## config.mk

```make
export PLATFORM = sky130hd
export DESIGN_NAME = evt_irq_dist
export DESIGN_NICKNAME = d
export VERILOG_FILES = /design/src/rtl/evt_irq_pkg.sv /design/src/rtl/evt_wr_decode.sv /design/src/rtl/evt_regs.sv /design/src/rtl/evt_line_map.sv /design/src/rtl/evt_irq_dist.sv
export SDC_FILE = /design/constraint.sdc
export NUM_CORES = 1
export LEC_CHECK = 0
export BUFFER_PORTS_ARGS = -buffer_cell sky130_fd_sc_hd__buf_2
export CORE_MARGIN = 1
export CORE_UTILIZATION = 49
export DETAILED_ROUTE_END_ITERATION = 8
export PLACE_DENSITY_LB_ADDON = 0.15
export SLEW_MARGIN = 20
export SYNTH_ARGS = -nofsm -noshare
export SYNTH_HDL_FRONTEND = slang
export SYNTH_HIERARCHICAL = 1
export SYNTH_SLANG_ARGS = --single-unit
```

## constraint.sdc

```tcl
create_clock -name clk_i -period 0.96 [get_ports clk_i]
set_input_delay 0 -clock clk_i [delete_from_list [all_inputs] [get_ports clk_i]]
set_output_delay 0 -clock clk_i [all_outputs]
set_load 0.02 [all_outputs]
```

## src/rtl/evt_irq_pkg.sv

```systemverilog
package evt_irq_pkg;
  localparam int unsigned DATA_W = 32;

  localparam logic [9:0] OFS_EVT  = 10'h004;
  localparam logic [9:0] OFS_MASK = 10'h008;
  localparam logic [9:0] OFS_MII  = 10'h040;
  localparam logic [9:0] OFS_TCR  = 10'h0C4;

  localparam int unsigned B_UN   = 19;
  localparam int unsigned B_RL   = 20;
  localparam int unsigned B_LC   = 21;
  localparam int unsigned B_EB   = 22;
  localparam int unsigned B_MII  = 23;
  localparam int unsigned B_RXB  = 24;
  localparam int unsigned B_RXF  = 25;
  localparam int unsigned B_TXB  = 26;
  localparam int unsigned B_TXF  = 27;
  localparam int unsigned B_GRA  = 28;
  localparam int unsigned B_BABT = 29;
  localparam int unsigned B_BABR = 30;
  localparam int unsigned B_HB   = 31;

  localparam logic [DATA_W-1:0] IMPL_MASK = 32'hFFF8_0000;

  // line number -> event bit
  function automatic int unsigned line_src(int unsigned ln);
    case (ln)
      0:       return B_TXF;
      1:       return B_TXB;
      2:       return B_UN;
      3:       return B_RL;
      4:       return B_RXF;
      5:       return B_RXB;
      6:       return B_MII;
      7:       return B_LC;
      8:       return B_HB;
      9:       return B_GRA;
      10:      return B_EB;
      11:      return B_BABT;
      default: return B_BABR;
    endcase
  endfunction
endpackage

```

## src/rtl/evt_wr_decode.sv

```systemverilog
module evt_wr_decode
  import evt_irq_pkg::*;
#(
  parameter int unsigned ADDR_W = 10
) (
  input  logic              wr_i,
  input  logic [ADDR_W-1:0] addr_i,
  input  logic [DATA_W-1:0] wdata_i,
  output logic [DATA_W-1:0] clr_o,
  output logic [DATA_W-1:0] raise_o,
  output logic              mask_we_o
);
  logic hit_evt, hit_mask, hit_mii, hit_tcr;

  always_comb begin
    hit_evt  = wr_i && (addr_i == ADDR_W'(OFS_EVT));
    hit_mask = wr_i && (addr_i == ADDR_W'(OFS_MASK));
    hit_mii  = wr_i && (addr_i == ADDR_W'(OFS_MII));
    hit_tcr  = wr_i && (addr_i == ADDR_W'(OFS_TCR));
    clr_o    = hit_evt ? wdata_i : '0;
    raise_o  = '0;
    raise_o[B_MII] = hit_mii;
    raise_o[B_GRA] = hit_tcr && wdata_i[0];
    mask_we_o = hit_mask;
  end
endmodule

```

## src/rtl/evt_regs.sv

```systemverilog
module evt_regs
  import evt_irq_pkg::*;
(
  input  logic              clk_i,
  input  logic              rst_ni,
  input  logic [DATA_W-1:0] set_i,
  input  logic [DATA_W-1:0] clr_i,
  input  logic              mask_we_i,
  input  logic [DATA_W-1:0] mask_d_i,
  output logic [DATA_W-1:0] evt_q_o,
  output logic [DATA_W-1:0] mask_q_o
);
  logic [DATA_W-1:0] evt_d;

  // set after clear: a same-cycle pulse wins
  always_comb evt_d = ((evt_q_o & ~clr_i) | set_i) & IMPL_MASK;

  always_ff @(posedge clk_i or negedge rst_ni) begin
    if (!rst_ni) begin
      evt_q_o  <= '0;
      mask_q_o <= '0;
    end else begin
      evt_q_o <= evt_d;
      if (mask_we_i) mask_q_o <= mask_d_i;
    end
  end
endmodule

```

## src/rtl/evt_line_map.sv

```systemverilog
module evt_line_map
  import evt_irq_pkg::*;
#(
  parameter int unsigned N_LINES = 13
) (
  input  logic [DATA_W-1:0]  active_i,
  output logic [N_LINES-1:0] irq_o
);
  for (genvar g = 0; g < N_LINES; g++) begin : g_line
    localparam int unsigned SRC = line_src(g);
    assign irq_o[g] = active_i[SRC];
  end
endmodule

```

## src/rtl/evt_irq_dist.sv

```systemverilog
module evt_irq_dist
  import evt_irq_pkg::*;
#(
  parameter int unsigned ADDR_W  = 10,
  parameter int unsigned N_LINES = 13
) (
  input  logic               clk_i,
  input  logic               rst_ni,
  input  logic               wr_i,
  input  logic [ADDR_W-1:0]  addr_i,
  input  logic [DATA_W-1:0]  wdata_i,
  output logic [DATA_W-1:0]  rdata_o,
  input  logic [DATA_W-1:0]  evt_set_i,
  output logic [N_LINES-1:0] irq_o
);
  logic [DATA_W-1:0] clr, raise, evt_q, mask_q, active;
  logic              mask_we;

  evt_wr_decode #(.ADDR_W(ADDR_W)) u_dec (
    .wr_i      (wr_i),
    .addr_i    (addr_i),
    .wdata_i   (wdata_i),
    .clr_o     (clr),
    .raise_o   (raise),
    .mask_we_o (mask_we)
  );

  evt_regs u_regs (
    .clk_i     (clk_i),
    .rst_ni    (rst_ni),
    .set_i     (evt_set_i | raise),
    .clr_i     (clr),
    .mask_we_i (mask_we),
    .mask_d_i  (wdata_i),
    .evt_q_o   (evt_q),
    .mask_q_o  (mask_q)
  );

  assign active = evt_q & mask_q;

  evt_line_map #(.N_LINES(N_LINES)) u_map (
    .active_i (active),
    .irq_o    (irq_o)
  );

  always_comb begin
    unique case (addr_i)
      ADDR_W'(OFS_EVT):  rdata_o = evt_q;
      ADDR_W'(OFS_MASK): rdata_o = mask_q;
      default:           rdata_o = '0;
    endcase
  end
endmodule

```

==> results.cfg <==
[placed_design]
gp_congestion = 0.764
io_buffers = 102
dpl.hpwl_um = 5740

[detailed_routing]
num_vias = 2978
wirelength_um = 9690
wl_per_cell_um = 16.3
firstDrtPassIters = 4
viasPerCell = 5.01
drt_iter0_drc = 125
ant_nets = 0
drc_errors = 0

[power_and_ir_drop]
leakagePower_nw = 2.33
swShare = 0.250
p_int_mw = 3.44
peakVddDrop_uv = 769
p_per_area_nw_per_um2 = 790
seq_power_share = 0.419
switchingPower_mw = 1.15
power_frac_comb = 0.209
p_total_mw = 4.60
pwr-share-clk = 0.371

[setup_path]
crit_fanout = 5
crit_family = simple AND/OR/NAND/NOR gates
start_kind = input pin
worstSetupStartpoint = addr_i[1]
r2r-start = u_regs/mask_q_o[30]$_DFFE_PN0P_
r2r_end = u_regs/mask_q_o[30]$_DFFE_PN0P_
arrival_ps = 1640
r2r_cells = 3
path_cells = buf_8 -> or4b_4 -> nor4_4 -> buf_4 -> clkbuf_16 -> mux2_4
critical_path_class = in2reg
crit_required_ps = 1140
path_depth = 6
crit_buf_inv = 3
cp_slowest_cell = or4b_4
worst_setup_path_end_kind = register
crit_path_max_incr_delay_ps = 550
crit_path_end = u_regs/mask_q_o[1]$_DFFE_PN0P_
r2r_slack_ps = -70

[run]
maxCapViolations = 0

[run_status]
status = finished, violations left
violations = negative setup slack

[global_routing]
antenna_found_initial = 0
grt_max_degree = 66
grt_usage = 0.243
grt_pass1_wl_um = 15700
grt_pass1_vias = 3083
grt.overflow.total = 0

[finish]
final_common_cell = nand3b_1
areaGrowthSynthToFinish_pct = 52.9
nNetsFinal = 572
final_cell_mix = 64 x nand3b_1, 58 x buf_6, 54 x buf_2, 46 x dlygate4sd3_1, 45 x dfrtp_1
drive_gt1_frac = 0.538
num_antenna_cells = 0

[clocking]
cts.sinks = 45
htreeDepth = 2
cts_root_buf = clkbuf_8
clk_pin_slew_worst_paths_ps = 80
clockBufferDepth = 2
cts_tree = yes
clock_latency_ps = 290
numCtsBuffers = 5

[synthesis]
yosys_warnings = 6
syn_area_sq_um = 3800
syn_avg_cell_area_sq_um = 10.9
syn_inst = 350

[timing]
setup_viol = 90
fin_crit_ps = 1460
fmax_ghz = 0.687
slew_viol_final = 0
fin_crit_sh = 1.52
final_hold_viol_count = 0
rsz0062_at_grt = yes
clock_skew_ps = 0
setup_tns_ps = -33300
setup_slack_ps = -495

[worst_hold_path]
hold_class = in2reg

[floorplan]
die-area_sq_um = 8120
start_util = 0.516
die_h_um = 90.1
io_pins = 122
rows = 31
core_area_sq_um = 7370
die_w_um = 90.1
power groups by stage:
stage / Sequential [mW] / Combinational (mW) / Clock, mW
after CTS: 1.93 / 0.942 / 1.76
after floorplan: 1.96 / 0.542 / 0
final: 1.93 / 0.963 / 1.71
after global routing: 1.93 / 1.04 / 1.83
after global placement: 1.96 / 0.682 / 0
after detailed placement: 1.96 / 0.691 / 0
cell type report:
type	instances	area, sq um
clock buffer	5	68.8
clock inverter	3	65.1
fill	425	1550
inverter	14	52.6
multi-input combinational	234	2470
sequential	45	1130
tap	99	124
timing repair buffer	195	1900
how the worst min path moves through the flow:
stage / startpoint / endpoint / slack [ps] / cells past startpoint
final: wdata_i[21] / u_regs/evt_q_o[21]$_DFF_PN0_ / 120 / 5
after global routing: wdata_i[27] / u_regs/evt_q_o[27]$_DFF_PN0_ / 140 / 5
after CTS: wdata_i[21] / u_regs/evt_q_o[21]$_DFF_PN0_ / 120 / 5
after detailed placement: rst_ni / u_regs/mask_q_o[5]$_DFFE_PN0P_ / -70 / 1
after global placement: rst_ni / u_regs/mask_q_o[4]$_DFFE_PN0P_ / -70 / 1
after floorplan: rst_ni / u_regs/evt_q_o[19]$_DFF_PN0_ / -300 / 0
tightest hold or removal path: stages:
cell,delay (ps)
buf_2,110
nand2b_1,80
nor4_2,50
inv_1,50
a21o_1,100
state kept, by name (all words and copies together), names as in the netlist:
name / flops
u_regs/mask_q_o: 32
u_regs/evt_q_o: 13
per-stage QoR:
| stage | hold WS, ps | cell area [sq um] | std cells | utilization | setup slack (ps) |
|---|---|---|---|---|---|
| global placement | -73.6 | 4440 | 523 | 0.602 | -776 |
| floorplan | -296 | 4240 | 378 | - | -675 |
| finish | 117 | 5820 | 595 | 0.789 | -495 |
| detailed placement | -69.4 | 4440 | 523 | 0.602 | -836 |
| global route | 136 | 5820 | 595 | 0.789 | -503 |
| CTS | 117 | 5720 | 588 | 0.776 | -474 |
timing repair:
item / CTS / global route
buffers inserted: 8 / 11
endpoints found under the hold margin: 90 / 0
gates resized for setup: 140 / 15
pin swaps: 18 / 4
gates cloned: 3 / 1
endpoints found under the setup margin: 90 / 90
hold buffers: 46 / 0
routing by layer:
layer,track usage,vias up,wire length [um]
met5,0,-,0
met4,0.0578,0,75
li1,-,1409,-
met3,0.0271,8,307
met1,0.321,1478,4330
met2,0.424,83,4980
Note: power is estimated with default switching activity, not from simulation.
